File: config.mk
export PLATFORM = sky130hd
export DESIGN_NAME = lvr_seq
export DESIGN_NICKNAME = d
export VERILOG_FILES = /design/src/rtl/lvr_pkg.sv /design/src/rtl/lvr_sync.sv /design/src/rtl/lvr_ctrl_reg.sv /design/src/rtl/lvr_rel_cnt.sv /design/src/rtl/lvr_seq.sv
export SDC_FILE = /design/constraint.sdc
export NUM_CORES = 1
export LEC_CHECK = 0
export BUFFER_PORTS_ARGS = -buffer_cell sky130_fd_sc_hd__buf_4
export CORE_ASPECT_RATIO = 1.1
export CORE_MARGIN = 2
export CORE_UTILIZATION = 50
export CTS_BUF_LIST = sky130_fd_sc_hd__clkbuf_4 sky130_fd_sc_hd__clkbuf_8 sky130_fd_sc_hd__clkbuf_16
export CTS_CLUSTER_DIAMETER = 60
export DETAILED_ROUTE_END_ITERATION = 7
export PLACE_DENSITY = 0.74
export SLEW_MARGIN = 10
export SYNTH_ARGS = -nofsm -noshare
export SYNTH_HDL_FRONTEND = slang
export SYNTH_HIERARCHICAL = 1
export SYNTH_SLANG_ARGS = --single-unit
File: constraint.sdc
create_clock -name clk_i -period 2.7 [get_ports clk_i]
set_input_delay 0.135 -clock clk_i [delete_from_list [all_inputs] [get_ports clk_i]]
set_output_delay 0.135 -clock clk_i [all_outputs]
set_load 0.005 [all_outputs]
File: src/rtl/lvr_pkg.sv
package lvr_pkg;
  localparam int CTRL_W = 3;

  typedef struct packed {
    logic thr_sel;
    logic rst_en;
    logic det_en;
  } lvr_ctrl_t;

  typedef enum logic {
    CAUSE_POR = 1'b0,
    CAUSE_LV  = 1'b1
  } lvr_cause_e;
endpackage

File: src/rtl/lvr_sync.sv
module lvr_sync #(
  parameter int STAGES = 2
) (
  input  logic clk_i,
  input  logic rst_ni,
  input  logic d_i,
  output logic q_o
);
  logic [STAGES-1:0] q;

  always_ff @(posedge clk_i or negedge rst_ni) begin
    if (!rst_ni) q <= '0;
    else         q <= {q[STAGES-2:0], d_i};
  end

  assign q_o = q[STAGES-1];
endmodule

File: src/rtl/lvr_ctrl_reg.sv
module lvr_ctrl_reg
  import lvr_pkg::*;
#(
  parameter int CLK_HZ  = 50_000_000,
  parameter int STAB_US = 50
) (
  input  logic      clk_i,
  input  logic      rst_ni,
  input  logic      wr_en_i,
  input  lvr_ctrl_t wd_i,
  output lvr_ctrl_t ctrl_o,
  output logic      err_o,
  output logic      armed_o
);
  localparam int STAB_RAW = (CLK_HZ / 1_000_000) * STAB_US;
  localparam int STAB_CYC = (STAB_RAW < 1) ? 1 : STAB_RAW;
  localparam int STAB_W   = $clog2(STAB_CYC + 1);

  lvr_ctrl_t        ctrl_q;
  logic             err_q;
  logic [STAB_W-1:0] stab_q;
  logic             stab_done;
  logic             illegal;

  // detector may not be dropped while reset-enable is still set
  assign illegal = wr_en_i && ctrl_q.rst_en && !wd_i.det_en;

  always_ff @(posedge clk_i or negedge rst_ni) begin
    if (!rst_ni) begin
      ctrl_q <= '0;
      err_q  <= 1'b0;
    end else if (wr_en_i) begin
      if (illegal) begin
        err_q <= 1'b1;
      end else begin
        ctrl_q.det_en  <= wd_i.det_en;
        ctrl_q.thr_sel <= wd_i.thr_sel;
        ctrl_q.rst_en  <= wd_i.rst_en && wd_i.det_en && ctrl_q.det_en;
      end
    end
  end

  always_ff @(posedge clk_i or negedge rst_ni) begin
    if (!rst_ni)                stab_q <= '0;
    else if (!ctrl_q.det_en)    stab_q <= '0;
    else if (!stab_done)        stab_q <= stab_q + 1'b1;
  end

  assign stab_done = (stab_q == STAB_W'(STAB_CYC));
  assign ctrl_o    = ctrl_q;
  assign err_o     = err_q;
  assign armed_o   = ctrl_q.det_en && ctrl_q.rst_en && stab_done;
endmodule

File: src/rtl/lvr_rel_cnt.sv
module lvr_rel_cnt
  import lvr_pkg::*;
#(
  parameter int REL_CYC = 131072
) (
  input  logic       clk_i,
  input  logic       rst_ni,
  input  logic       lv_hit_i,
  output logic       rst_no,
  output lvr_cause_e cause_o
);
  localparam int CNT_W = $clog2(REL_CYC);

  logic [CNT_W-1:0] cnt_q;
  logic             rel_q;
  lvr_cause_e       cause_q;

  always_ff @(posedge clk_i or negedge rst_ni) begin
    if (!rst_ni) begin
      cnt_q   <= '0;
      rel_q   <= 1'b0;
      cause_q <= CAUSE_POR;
    end else if (lv_hit_i) begin
      cnt_q   <= '0;
      rel_q   <= 1'b0;
      cause_q <= CAUSE_LV;
    end else if (!rel_q) begin
      if (cnt_q == CNT_W'(REL_CYC - 1)) rel_q <= 1'b1;
      else                              cnt_q <= cnt_q + 1'b1;
    end
  end

  assign rst_no  = rel_q;
  assign cause_o = cause_q;
endmodule

File: src/rtl/lvr_seq.sv
module lvr_seq
  import lvr_pkg::*;
#(
  parameter int CLK_HZ  = 50_000_000,
  parameter int STAB_US = 50,
  parameter int REL_CYC = 131072
) (
  input  logic              clk_i,
  input  logic              rst_ni,
  input  logic              lv_i,
  input  logic              wr_en_i,
  input  logic [CTRL_W-1:0] wr_data_i,
  output logic [CTRL_W-1:0] ctrl_o,
  output logic              err_o,
  output logic              cause_o,
  output logic              thr_sel_o,
  output logic              rst_no
);
  lvr_ctrl_t  ctrl;
  lvr_cause_e cause;
  logic       lv_s;
  logic       armed;

  lvr_sync #(.STAGES(2)) i_lv_sync (
    .clk_i (clk_i),
    .rst_ni(rst_ni),
    .d_i   (lv_i),
    .q_o   (lv_s)
  );

  lvr_ctrl_reg #(.CLK_HZ(CLK_HZ), .STAB_US(STAB_US)) i_ctrl (
    .clk_i  (clk_i),
    .rst_ni (rst_ni),
    .wr_en_i(wr_en_i),
    .wd_i   (lvr_ctrl_t'(wr_data_i)),
    .ctrl_o (ctrl),
    .err_o  (err_o),
    .armed_o(armed)
  );

  lvr_rel_cnt #(.REL_CYC(REL_CYC)) i_rel (
    .clk_i   (clk_i),
    .rst_ni  (rst_ni),
    .lv_hit_i(armed && lv_s),
    .rst_no  (rst_no),
    .cause_o (cause)
  );

  assign ctrl_o    = ctrl;
  assign thr_sel_o = ctrl.thr_sel;
  assign cause_o   = cause;
endmodule

==> impl_metrics.py, run 1 <==
metrics = {
    "sta": {
        "worst_pin_slew_ns": 0.516,
        "slew_headroom_pct": 65.3,
        "clock_skew_ns": 0.00877,
        "maxSlewViolCount": 0,
        "whs_ns": 0.0457,
        "fmax_ghz": 0.398,
        "hold_viol_final": 0,
        "period_needed_ns": 2.51,
        "setup_viol": 0,
        "tns_ns": 0,
        "grt_setup_unrepaired": "no",
        "period_share_pct": 93.0,
    },
    "place": {
        "hpwl_um": 2510,
        "dp_cells": 246,
        "globalplace.congestion": 0.898,
        "io_buffers": 13,
    },
    "setup_path": {
        "worstSetupEndpointType": "flop",
        "path_max_fanout": 6,
        "arrival_ns": 2.69,
        "worst-setup-path-type": "flop to flop",
        "required_ns": 2.88,
        "worst_setup_path_start_kind": "flop",
    },
    "pwr": {
        "power_switching_uw": 255,
        "power_uw": 1160,
        "power.density_mw_per_mm2": 539,
        "clkPwrFrac_pct": 42.4,
        "vdd_drop_max_v": 0.000408,
        "p_comb_share_pct": 7.2,
        "p_leak_uw": 0.000904,
        "pwr-share-seq_pct": 50.4,
        "switching_share_pct": 22.0,
        "cellInternalPower_uw": 905,
    },
    "floorplan": {
        "core.rowCount": 23,
        "die_h_um": 67.9,
        "core_sq_mm": 0.00360,
        "die-area_sq_mm": 0.00422,
        "die_width_um": 62.1,
        "start_util_pct": 51.7,
        "ios": 14,
    },
    "layout": {
        "fin_cells": 256,
        "diodes": 0,
        "nets": 216,
        "drive_gt1_share_pct": 17.0,
        "synthToLayoutAreaGrowth_pct": 15.8,
        "nFillCells": 311,
        "final_util_pct": 59.8,
    },
    "yosys": {
        "ys_ff_latch": 37,
        "synth_area_per_cell_sq_um": 10.1,
        "synthCells": 184,
        "synth.most_common_cell": "dfrtp_1",
        "post-synth-top-area-cell": "dfrtp_1",
        "synth_ff_type": "dfrtp_1",
        "syn_nets": 195,
        "synthXorXnorAreaFrac_pct": 5.19,
        "synthMuxAreaShare_pct": 2.49,
        "async_reset_ff_share_pct": 100,
        "synth_top_cell_area_share_pct": 49.8,
        "synth_common_cells": "37 x dfrtp_1, 15 x nand2_1, 13 x nor2_1, 13 x o21ai_0, 12 x a21oi_1",
        "synth_adder_area_share_pct": 2.69,
        "synth.yosys.seq_area_share_pct": 49.8,
        "synthSimpleGateAreaFrac_pct": 26.1,
        "synth_top_family_by_area": "simple AND/OR/NAND/NOR gates",
        "synth_compound_area_share_pct": 10.1,
        "synth.distinct_cells": 39,
        "yosys_warnings": 6,
        "synth_area_leaders": "dfrtp_1 50%, o21ai_0 3.5%, xnor2_1 3.3%, a21oi_1 3.2%, nand2_1 3.0%",
        "synth-edff-count": 0,
        "syn_area_sq_mm": 0.00186,
    },
    "cts": {
        "cts.htree.levels": 2,
        "numCtsBuffers": 5,
        "root_buffer": "clkbuf_8",
        "cts.sink_count": 37,
        "cts_tree": "yes",
        "clk_latency_ns": 0.28,
        "clk_path_buf_depth": 2,
        "clk_pin_slew_ns": 0.08,
        "cts_resized": 0,
    },
    "route": {
        "routed_wl_um": 3650,
        "drt_iter0_markers": 84,
        "dr.pass1.iters": 4,
        "route.vias.total": 1437,
        "avgViaCountPerCell": 5.61,
        "routedWlPerCell_um": 14.2,
        "ant_nets": 0,
        "drc_errors": 0,
    },
    "grt": {
        "grt_pass1_wl_um": 6100,
        "antenna_found_initial": 0,
        "grt_pass1_vias": 1381,
        "grt_start_max_net_pins": 38,
        "grt_overflow": 0,
        "grtUsageTotal_pct": 18.5,
    },
    "outcome": {
        "status": "finished clean",
    },
    "flow_run": {
        "maxCapViolCount": 0,
    },
    "worst_hold_path": {
        "hold_class": "input port to flop",
    },
}
[per-stage QoR]
stage          worst slack (ns)  instance area (sq um)
6_report                  0.188                   2150
5_1_grt                  0.0222                   2150
4_1_cts                   0.206                   2150
3_5_place_dp              0.211                   2010
3_3_place_gp              0.324                   2010
2_1_floorplan             0.382                   1860
[worst paths after layout]
path / startpoint / to / slack (ns) / depth (start not counted)
setup / recovery: i_ctrl/stab_q[0] / i_rel/cnt_q[14] / 0.19 / 10
hold / removal: wr_data_i[0] / i_ctrl/err_o / 0.05 / 2
setup reg to reg: i_ctrl/stab_q[0] / i_rel/cnt_q[14] / 0.19 / 10
hold reg to reg: i_lv_sync/q[0] / i_lv_sync/q[1] / 0.37 / 0
max in group asynchronous: rst_ni / i_ctrl/stab_q[6] / 2.03 / 2
min in group asynchronous: rst_ni / i_rel/cnt_q[13] / 0.35 / 2
[sequential cells by signal, indices dropped and copies added (netlist names)]
name	count
i_ctrl/err_o	1
i_rel/cause_o	1
i_rel/cnt_q	17
i_ctrl/ctrl_o	3
i_rel/rst_no	1
i_ctrl/stab_q	12
i_lv_sync/q	2
[cells in the final DEF (no fill, tap or decap), types with 2 or more instances in the layout]
cell type,netlist,layout
mux2i_1,2,2
and2_1,3,3
clkbuf_8,1,6
nor2_1,13,13
xor2_1,4,4
nand4bb_1,2,2
nand3_2,2,2
nand2b_1,2,2
nand3_1,9,9
or3_1,6,6
xnor2_1,7,7
buf_4,1,16
ha_1,4,4
dfrtp_1,37,37
and3_1,2,2
o21ai_0,13,13
nand4_1,4,4
a21oi_1,12,12
inv_1,9,9
or4_1,3,3
dlygate4sd3_1,0,2
o31ai_1,5,5
nand4b_1,3,3
nor3_1,4,4
nand2_1,15,15
nor4_1,6,6
[cell families after synthesis]
group | Yosys count
AOI/OAI and AO/OA | 33
xor gates and xnor gates | 11
adders and majority gates | 4
buffers and inverters | 14
DFF | 37
muxes | 4
and+or+nand+nor | 81
[critical path, cell delays in order (launching register included)]
cell and delay [ns]:
dfrtp_1 0.45, inv_1 0.10, ha_1 0.16, nand4bb_1 0.17
or3_1 0.43, nor3_1 0.13, and2_1 0.17, o21ba_2 0.20
nor4_4 0.19, nand3_2 0.11, mux2_4 0.29
[routing by layer]
layer	vias up	global-route usage, %	share of wire (%)
li1	701	-	-
met1	713	20.6	41
met2	21	35.9	56
met3	2	4.44	2.6
met4	0	5.28	0.49
met5	-	0	0
[what timing repair did]
item / 4_1_cts / 5_1_grt
endpoints found under the hold margin: 38 / 0
buffers inserted: 0 / 0
hold buffers: 2 / 0
[power by group through the flow]
stage | Sequential, uW | Clock, uW | Combinational (uW)
floorplan | 591 | 0 | 38.3
global placement | 592 | 0 | 74.7
detailed placement | 594 | 0 | 80.3
CTS | 584 | 502 | 83.3
global route | 588 | 528 | 95.0
finish | 584 | 491 | 83.9
[cell type report]
class | instances | area (sq um) | area share (%)
clock buffer | 6 | 82.6 | 3.84
clock inverter | 2 | 37.5 | 1.74
inverter | 10 | 37.5 | 1.74
timing repair buffer | 18 | 140 | 6.51
multi-input combinational | 133 | 866 | 40.2
sequential | 37 | 926 | 43.0
tap | 50 | 62.6 | 2.91
No activity file was read; power rests on OpenSTA's default activity.
==> inputs of run 2 (changes only) <==
--- a/config.mk
+++ b/config.mk
@@ -6,13 +6,15 @@
 export NUM_CORES = 1
 export LEC_CHECK = 0
 export BUFFER_PORTS_ARGS = -buffer_cell sky130_fd_sc_hd__buf_4
+export CELL_PAD_IN_SITES_DETAIL_PLACEMENT = 1
+export CELL_PAD_IN_SITES_GLOBAL_PLACEMENT = 1
 export CORE_ASPECT_RATIO = 1.1
 export CORE_MARGIN = 2
-export CORE_UTILIZATION = 50
+export CORE_UTILIZATION = 46
 export CTS_BUF_LIST = sky130_fd_sc_hd__clkbuf_4 sky130_fd_sc_hd__clkbuf_8 sky130_fd_sc_hd__clkbuf_16
 export CTS_CLUSTER_DIAMETER = 60
 export DETAILED_ROUTE_END_ITERATION = 7
-export PLACE_DENSITY = 0.74
+export PLACE_DENSITY = 0.84
 export SLEW_MARGIN = 10
 export SYNTH_ARGS = -nofsm -noshare
 export SYNTH_HDL_FRONTEND = slang
==> run 2 against run 1 <==
Effect of this change:
- via count is 3.8% higher
- flip-flop and latch count stayed put
- power is 1.6% higher
- clock skew is 0.0011 ns lower
- utilization is 4.5 points lower
- critical path type unchanged
- critical endpoint unchanged
- largest cell class unchanged
==> impl_metrics.py, run 2 (synthesized netlist as in run 1, its figures left out) <==
metrics = {
    "setup_path": {
        "required_ns": 2.88,
        "critPathLaunch": "i_ctrl/stab_q[0]",
        "timing.rr.start": "i_ctrl/stab_q[0]",
        "worst-setup-path-type": "flop to flop",
        "worstSetupEndpointType": "flop",
        "reg2reg_depth": 10,
        "crit_path_end": "i_rel/cnt_q[14]",
        "reg2reg_setup_slack_ns": 0.13,
        "worst_r2r_endpoint": "i_rel/cnt_q[14]",
        "path_max_fanout": 6,
        "worst_setup_path_start_kind": "flop",
        "arrival_ns": 2.75,
    },
    "place": {
        "hpwl_um": 3040,
        "globalplace.congestion": 0.865,
        "io_buffers": 13,
        "placed_area_sq_mm": 0.00202,
    },
    "pwr": {
        "power.density_mw_per_mm2": 541,
        "p_leak_uw": 0.000920,
        "vdd_drop_max_v": 0.000361,
        "power_uw": 1180,
    },
    "sta": {
        "whs_ns": 0.0548,
        "period_share_pct": 95.3,
        "slew_headroom_pct": 66.9,
        "clock_skew_ns": 0.00762,
        "worst_pin_slew_ns": 0.492,
        "fmax_ghz": 0.389,
        "setup_viol": 0,
        "period_needed_ns": 2.57,
        "maxSlewViolCount": 0,
        "hold_viol_final": 0,
    },
    "layout": {
        "final_area_sq_mm": 0.00218,
        "most-common-layout-cells": "36 x dfrtp_1, 19 x buf_4, 15 x nand2_1",
        "drive_gt1_share_pct": 18.7,
        "largest_register": "i_rel/cnt_q",
        "nets": 219,
        "final_common_cell": "dfrtp_1",
        "synthToLayoutAreaGrowth_pct": 17.2,
        "largest_reg_flops": 17,
        "final_util_pct": 55.4,
        "nFillCells": 442,
        "diodes": 0,
    },
    "floorplan": {
        "ios": 14,
        "die_h_um": 70.7,
        "start_util_pct": 47.2,
        "die-area_sq_mm": 0.00456,
        "core_sq_mm": 0.00393,
        "die_width_um": 64.6,
        "core.rowCount": 24,
    },
    "route": {
        "drc_errors": 0,
        "dr.pass1.iters": 4,
        "avgViaCountPerCell": 5.72,
        "routedWlPerCell_um": 17.5,
        "drt_iter0_markers": 118,
        "routed_wl_um": 4560,
        "route.vias.total": 1492,
        "ant_nets": 0,
    },
    "grt": {
        "grt_pass1_wl_um": 7680,
        "grtUsageTotal_pct": 21.8,
        "grt_overflow": 0,
        "grt_start_max_net_pins": 38,
        "antenna_found_initial": 0,
        "grt_pass1_vias": 1590,
    },
    "cts": {
        "numCtsBuffers": 5,
        "clk_path_buf_depth": 2,
        "cts_tree": "yes",
        "clk_latency_ns": 0.29,
        "root_buffer": "clkbuf_8",
        "clk_pin_slew_ns": 0.08,
        "cts.htree.levels": 2,
        "cts.sink_count": 37,
    },
    "worst_hold_path": {
        "holdPathStages": 2,
        "hold_class": "input port to flop",
    },
    "flow_run": {
        "maxCapViolCount": 0,
    },
    "outcome": {
        "status": "finished clean",
    },
}
==> run 2: routing by layer <==
layer	vias to the layer above	GRT usage [%]	part of all wire, %
met5	-	0	0
met4	0	6.38	1.2
met3	6	4.29	1.8
met2	13	38.9	54
met1	765	26.8	43
li1	708	-	-
==> run 2: cell type report <==
class | count | area, sq um | area share (%)
clock buffers | 7 | 90.1 | 4.14
clock inverters | 1 | 30.0 | 1.38
inverters | 10 | 37.5 | 1.72
multi-input cells | 133 | 866 | 39.7
flip-flops and latches | 37 | 927 | 42.6
well taps | 52 | 65.1 | 2.99
repair buffers | 21 | 163 | 7.47
==> run 2: where the power goes <==
part	switching [uW]	total (uW)	internal [uW]
Sequential	15.2	584	569
Combinational	48.1	85.9	37.8
Clock	197	508	311
==> run 2: worst max-delay path, stage by stage (launching register included) <==
cell and delay (ns):
dfrtp_2 0.45, inv_1 0.07, ha_1 0.15, nand4bb_1 0.19, or3_1 0.46, nor3_1 0.14, and2_1 0.17, o21ba_2 0.21
nor4_4 0.21, nand3_2 0.12, mux2_4 0.31
==> run 2: how the worst min path moves through the flow <==
stage	endpoint	from	slack, ns
final	i_ctrl/err_o	wr_data_i[0]	0.05
after global placement	i_rel/cnt_q[0]	rst_ni	0.12
after detailed placement	i_rel/cnt_q[0]	rst_ni	0.13
after CTS	i_ctrl/err_o	wr_data_i[0]	0.04
after global routing	i_ctrl/err_o	wr_data_i[0]	0.05
after floorplan	i_ctrl/ctrl_o[0]	rst_ni	-0.16
==> run 2: what timing repair did <==
| action | CTS | global route |
|---|---|---|
| endpoints found under the hold margin | 38 | 0 |
| hold buffers | 2 | 0 |
| endpoints found under the setup margin | 0 | 1 |
| buffers inserted | 0 | 2 |
| gates resized for setup | 0 | 1 |
==> run 2: metrics by stage <==
step                      instances  setup TNS [ns]  setup slack (ns)
after floorplan                 184               0             0.382
after global placement          249               0             0.323
after detailed placement        249               0             0.165
after CTS                       259               0             0.111
after global routing            261         -0.0369           -0.0369
final                           261               0             0.128
